$ cat src/rtl/gshare_pkg.sv
package gshare_pkg;

    localparam int CTR_W = 2;

    typedef enum logic [CTR_W-1:0] {
        CTR_STRONG_NT = 2'b00,
        CTR_WEAK_NT   = 2'b01,
        CTR_WEAK_T    = 2'b10,
        CTR_STRONG_T  = 2'b11
    } ctr_state_e;

endpackage

$ cat src/rtl/gsh_index.sv
module gsh_index #(
    parameter int PC_W    = 16,
    parameter int IDX_LSB = 4,
    parameter int IDX_W   = 3
) (
    input  logic [PC_W-1:0]  pc,
    input  logic [IDX_W-1:0] hist,
    output logic [IDX_W-1:0] idx
);

    // hashed index: selected pc slice folded with global history
    assign idx = pc[IDX_LSB +: IDX_W] ^ hist;

endmodule

$ cat src/rtl/gsh_history.sv
module gsh_history #(
    parameter int HIST_W = 3
) (
    input  logic              clk,
    input  logic              rst_n,
    input  logic              load_en,
    input  logic [HIST_W-1:0] load_val,
    input  logic              shift_en,
    input  logic              shift_bit,
    output logic [HIST_W-1:0] hist_q
);

    // load takes priority over a shift in the same cycle
    always_ff @(posedge clk or negedge rst_n) begin
        if (!rst_n) begin
            hist_q <= '0;
        end else if (load_en) begin
            hist_q <= load_val;
        end else if (shift_en) begin
            hist_q <= {hist_q[HIST_W-2:0], shift_bit};
        end
    end

endmodule

$ cat src/rtl/gsh_counter_cell.sv
module gsh_counter_cell
    import gshare_pkg::*;
(
    input  logic             clk,
    input  logic             rst_n,
    input  logic             load_en,
    input  logic [CTR_W-1:0] load_val,
    input  logic             train_en,
    input  logic             train_taken,
    output logic [CTR_W-1:0] ctr_q
);

    ctr_state_e state_q;
    ctr_state_e state_d;

    // state register
    always_ff @(posedge clk or negedge rst_n) begin
        if (!rst_n) begin
            state_q <= CTR_WEAK_NT;
        end else begin
            state_q <= state_d;
        end
    end

    // next-state: preload forces, otherwise one saturating step
    always_comb begin
        state_d = state_q;
        if (load_en) begin
            state_d = ctr_state_e'(load_val);
        end else if (train_en) begin
            unique case (state_q)
                CTR_STRONG_NT: state_d = train_taken ? CTR_WEAK_NT  : CTR_STRONG_NT;
                CTR_WEAK_NT:   state_d = train_taken ? CTR_WEAK_T   : CTR_STRONG_NT;
                CTR_WEAK_T:    state_d = train_taken ? CTR_STRONG_T : CTR_WEAK_NT;
                CTR_STRONG_T:  state_d = train_taken ? CTR_STRONG_T : CTR_WEAK_T;
                default:       state_d = state_q;
            endcase
        end
    end

    // output
    assign ctr_q = state_q;

endmodule

$ cat src/rtl/gshare_predictor.sv
module gshare_predictor
    import gshare_pkg::*;
#(
    parameter int PC_W    = 16,
    parameter int IDX_LSB = 4,
    parameter int HIST_W  = 3
) (
    input  logic              clk,
    input  logic              rst_n,
    input  logic [PC_W-1:0]   pred_pc,
    output logic [HIST_W-1:0] pred_idx,
    output logic [CTR_W-1:0]  pred_ctr,
    output logic              pred_taken,
    input  logic              upd_valid,
    input  logic [HIST_W-1:0] upd_idx,
    input  logic              upd_taken,
    input  logic              hist_load,
    input  logic [HIST_W-1:0] hist_value,
    input  logic              pre_we,
    input  logic [HIST_W-1:0] pre_idx,
    input  logic [CTR_W-1:0]  pre_val
);

    localparam int ENTRIES = 1 << HIST_W;
    localparam int TBL_W   = ENTRIES * CTR_W;

    logic [HIST_W-1:0] ghist;
    logic [TBL_W-1:0]  tbl_flat;

    gsh_index #(
        .PC_W    (PC_W),
        .IDX_LSB (IDX_LSB),
        .IDX_W   (HIST_W)
    ) u_index (
        .pc   (pred_pc),
        .hist (ghist),
        .idx  (pred_idx)
    );

    gsh_history #(
        .HIST_W (HIST_W)
    ) u_history (
        .clk       (clk),
        .rst_n     (rst_n),
        .load_en   (hist_load),
        .load_val  (hist_value),
        .shift_en  (upd_valid),
        .shift_bit (upd_taken),
        .hist_q    (ghist)
    );

    for (genvar g = 0; g < ENTRIES; g++) begin : g_entry
        logic hit_upd;
        logic hit_pre;
        assign hit_upd = upd_valid && (upd_idx == HIST_W'(g));
        assign hit_pre = pre_we && (pre_idx == HIST_W'(g));

        gsh_counter_cell u_cell (
            .clk         (clk),
            .rst_n       (rst_n),
            .load_en     (hit_pre),
            .load_val    (pre_val),
            .train_en    (hit_upd),
            .train_taken (upd_taken),
            .ctr_q       (tbl_flat[g*CTR_W +: CTR_W])
        );
    end

    // read mux
    always_comb begin
        pred_ctr = '0;
        for (int e = 0; e < ENTRIES; e++) begin
            if (pred_idx == HIST_W'(e)) begin
                pred_ctr = tbl_flat[e*CTR_W +: CTR_W];
            end
        end
    end

    assign pred_taken = pred_ctr[CTR_W-1];

endmodule

$ cat config.mk
export PLATFORM = sky130hd
export DESIGN_NAME = gshare_predictor
export DESIGN_NICKNAME = d
export VERILOG_FILES = /design/src/rtl/gshare_pkg.sv /design/src/rtl/gsh_index.sv /design/src/rtl/gsh_history.sv /design/src/rtl/gsh_counter_cell.sv /design/src/rtl/gshare_predictor.sv
export SDC_FILE = /design/constraint.sdc
export NUM_CORES = 1
export LEC_CHECK = 0
export BUFFER_PORTS_ARGS = -buffer_cell sky130_fd_sc_hd__buf_4
export CORE_UTILIZATION = 30
export DETAILED_ROUTE_END_ITERATION = 10
export PLACE_DENSITY = 0.62
export SLEW_MARGIN = 10
export SYNTH_ARGS = -nofsm -noshare
export SYNTH_HDL_FRONTEND = slang
export SYNTH_SLANG_ARGS = --single-unit
$ cat constraint.sdc
create_clock -name clk -period 1.6 [get_ports clk]
set_clock_uncertainty 0.2 [all_clocks]
set_input_delay 0 -clock clk [delete_from_list [all_inputs] [get_ports clk]]
set_output_delay 0 -clock clk [all_outputs]
set_load 0.01 [all_outputs]
==> impl_metrics.yaml <==
clock_network:
  cts_tree: "done"
  clock_path_buffers: 2
  clock_latency_ns: 0.27
  cts-root-buf: "clkbuf_8"
  h-tree-depth: 1
  clkTransAtPathRegs_ns: 0.08
  cts_post_setup_buffers_inserted: 0
  cts_sinks: 19
  cts_buffers: 3
synth:
  ys_warn_count: 0
  seq_area_frac_synth_pct: 33.28
  syn_nets: 196
  yosys_register_bits: 19
  synth_edf_count: 0
  synth.avg_cell_area_um2: 8.950
  dominantRegCellSynth: "dfrtp_1"
  synthDistinctLibCells: 45
  synth_area_leader_cell: "dfrtp_1"
  yosysMostFrequentCell: "a21oi_1"
  synth_area_leaders: "dfrtp_1 (19%), dfstp_2 (14%), a21oi_1 (5.8%)"
  synthArstFlopShare_pct: 100.0
  syn_inst: 163
  yosys-top-cells-count: "a21oi_1 (17), o21ai_0 (15), nand2_1 (14), dfrtp_1 (11), inv_1 (10)"
  synth_area_um2: 1459
  yosysTopAreaCellShare_pct: 18.87
route:
  routedWlPerCell_um: 15.54
  viasPerCell: 5.493
  met3_length_um: 104
  route.detailed.drc: 0
  drtIter0Drc: 221
  dr.pass1.iters: 4
  finalWirelength_mm: 4.196
  wl_met1_mm: 1.957
  dr.max_layer_used: "met4"
  wl_met2_mm: 2.084
  num_vias: 1483
  antenna_left: 0
timing:
  period_share_pct: 123.8
  hold_viol: 0
  rsz0062_at_grt: "true"
  setup_viol: 3
  fin_ws_ns: -0.3811
  drv_slew: 0
  fin_crit_ns: 1.981
  slew_headroom_pct: 59.19
  fmax_mhz: 504.8
  tightest_slew_ns: 0.6122
grt:
  grt_start_max_net_pins: 31
  grt_antenna_before_repair: 0
  groute.usage.overall_pct: 18.17
  grt_pass1_wl_mm: 7.238
  grt_pass1_vias: 1463
  grt_overflow: 0
placement:
  gp_congestion: 0.7797
  io_buffer_count: 25
  hpwl_mm: 2.907
  dp_cells: 249
  place_area_um2: 1815
die:
  die_w_um: 71.74
  dieArea_um2: 5146
  core_um2: 4692
  start_util_pct: 31.09
  rows: 25
  io_pins: 39
  die_h_um: 71.74
flow_run:
  drv_cap: 0
power_and_ir_drop:
  p_leak_uw: 0.0008813
  powerDensity_nw_per_um2: 730.1
  ir_worst_vdd_mv: 0.3679
  total_power_uw: 1494
setup_path:
  critPathLaunchType: "register"
  endpoint_kind: "output port"
  cp_slowest_stage_delay_ns: 0.51
  cp.required_ns: 1.40
  crit_arrival_ns: 1.78
  reg2reg_depth: 4
  cp.depth: 4
  criticalPathCategory: "reg -> out"
  critical-path-slowest-cell: "mux4_2"
  cpLargestDelayFamily: "multiplexers"
  path_cells: "xnor2_4 -> mux4_2 -> o22a_1 -> buf_4"
  critical_path_buf_inv_count: 1
  r2r_setup_slack_ns: 0.17
  r2r-start: "g_entry[6].u_cell.ctr_q[0]"
  cp_max_fo: 3
  timing.rr.end: "g_entry[6].u_cell.ctr_q[0]"
final_layout:
  layout-drive-gt1-share_pct: 33.80
  layoutNonFillerInstCount: 270
  syn_to_final_growth_pct: 40.22
  final_design_area_no_fill_um2: 2046
  n_antenna_cell: 0
  final_nets: 250
hold_path:
  hold_end: "g_entry[3].u_cell.ctr_q[1]"
  min_from: "pre_we"
  min_path_type: "in -> reg"
  min_delay_path_depth: 3
outcome:
  outcome: "finished, violations left"
  violations: "setup timing"
-- where the power goes --
part	total (uW)	switching (uW)	internal, uW	leakage, uW
clock	367	193	174	0.0000255
combinational	548	256	291	0.000626
sequential	579	42.0	537	0.000229
total	1490	491	1000	0.000881
-- final cells by class --
type | count | area (um^2)
Fill cell | 468 | 2646
Multi-Input combinational cell | 124 | 923.4
Sequential cell | 19 | 486.7
Timing Repair Buffer | 58 | 480.5
Tap cell | 54 | 67.56
Clock buffer | 3 | 41.29
Inverter | 11 | 41.29
Clock inverter | 1 | 5.005
-- metal layers --
layer  vias to the layer above  track usage (%)
met5                         -                0
met4                         0            5.664
met3                         6            2.532
met2                        24            29.45
met1                       710            25.09
li1                        743                -
-- through the flow --
stage	setup TNS (ns)	setup slack [ns]	utilization, %	hold slack, ns
final	-1.070	-0.3811	43.60	0.006211
after global routing	-1.309	-0.4630	43.60	0.03728
after CTS	-1.117	-0.3966	43.31	0.005152
after detailed placement	-0.2019	-0.09331	38.69	-0.3012
after global placement	-0.1740	-0.07967	38.69	-0.3043
after floorplan	-0.1968	-0.1663	-	-0.4956
-- worst max path at each step --
stage	to	from
3_3_place_gp	pred_taken	u_history.hist_q[0]
3_5_place_dp	pred_taken	u_history.hist_q[0]
2_1_floorplan	pred_ctr[1]	u_history.hist_q[0]
5_1_grt	pred_ctr[1]	u_history.hist_q[0]
6_report	pred_ctr[1]	u_history.hist_q[0]
4_1_cts	pred_taken	u_history.hist_q[0]
-- cells in the final DEF (no fill, tap or decap), types with 2 or more instances in the layout --
master,instances
nand4b_1,3
a21o_1,6
o221a_2,6
a21oi_1,17
nand4_1,2
dfrtp_1,10
buf_4,41
o21ai_0,15
inv_1,10
nor2_1,5
o22ai_1,9
clkbuf_8,3
o21a_1,4
dfstp_2,8
xnor2_2,2
dlygate4sd3_1,16
o31ai_1,3
mux2i_1,5
mux4_2,2
o2111ai_1,6
nand2b_1,2
nand3_1,2
nand2_1,14
-- worst reg2reg max path, cell delays in order, from the launching register on --
cell and delay (ns):
dfstp_2 0.55, inv_1 0.07, maj3_1 0.32, mux2i_1 0.11
o21ai_0 0.10
-- cells by family (layout without fill, tap and decap cells) --
family                   Yosys count  in the layout  synth area share (%)
adder cells (fa/ha/maj)            1              1                0.6861
flip-flops                        19             19                 33.28
XOR/XNOR                           3              3                 2.316
AND/OR/NAND/NOR                   35             35                 14.49
buffers and inverters             20             73                 6.345
multiplexers                       7              7                 6.518
AO/OA/AOI/OAI                     78             78                 36.36
-- registers in the layout, indices dropped and copies added, names as in the netlist --
register	count
u_history.hist_q	3
g_entry.u_cell.ctr_q	16
-- timing repair --
action	CTS	global route
gates resized for setup	0	4
hold buffers	17	0
endpoints found under the setup margin	3	16
pin swaps	0	1
hold endpoints to repair	38	0
Note: power is estimated with default switching activity, not from simulation.
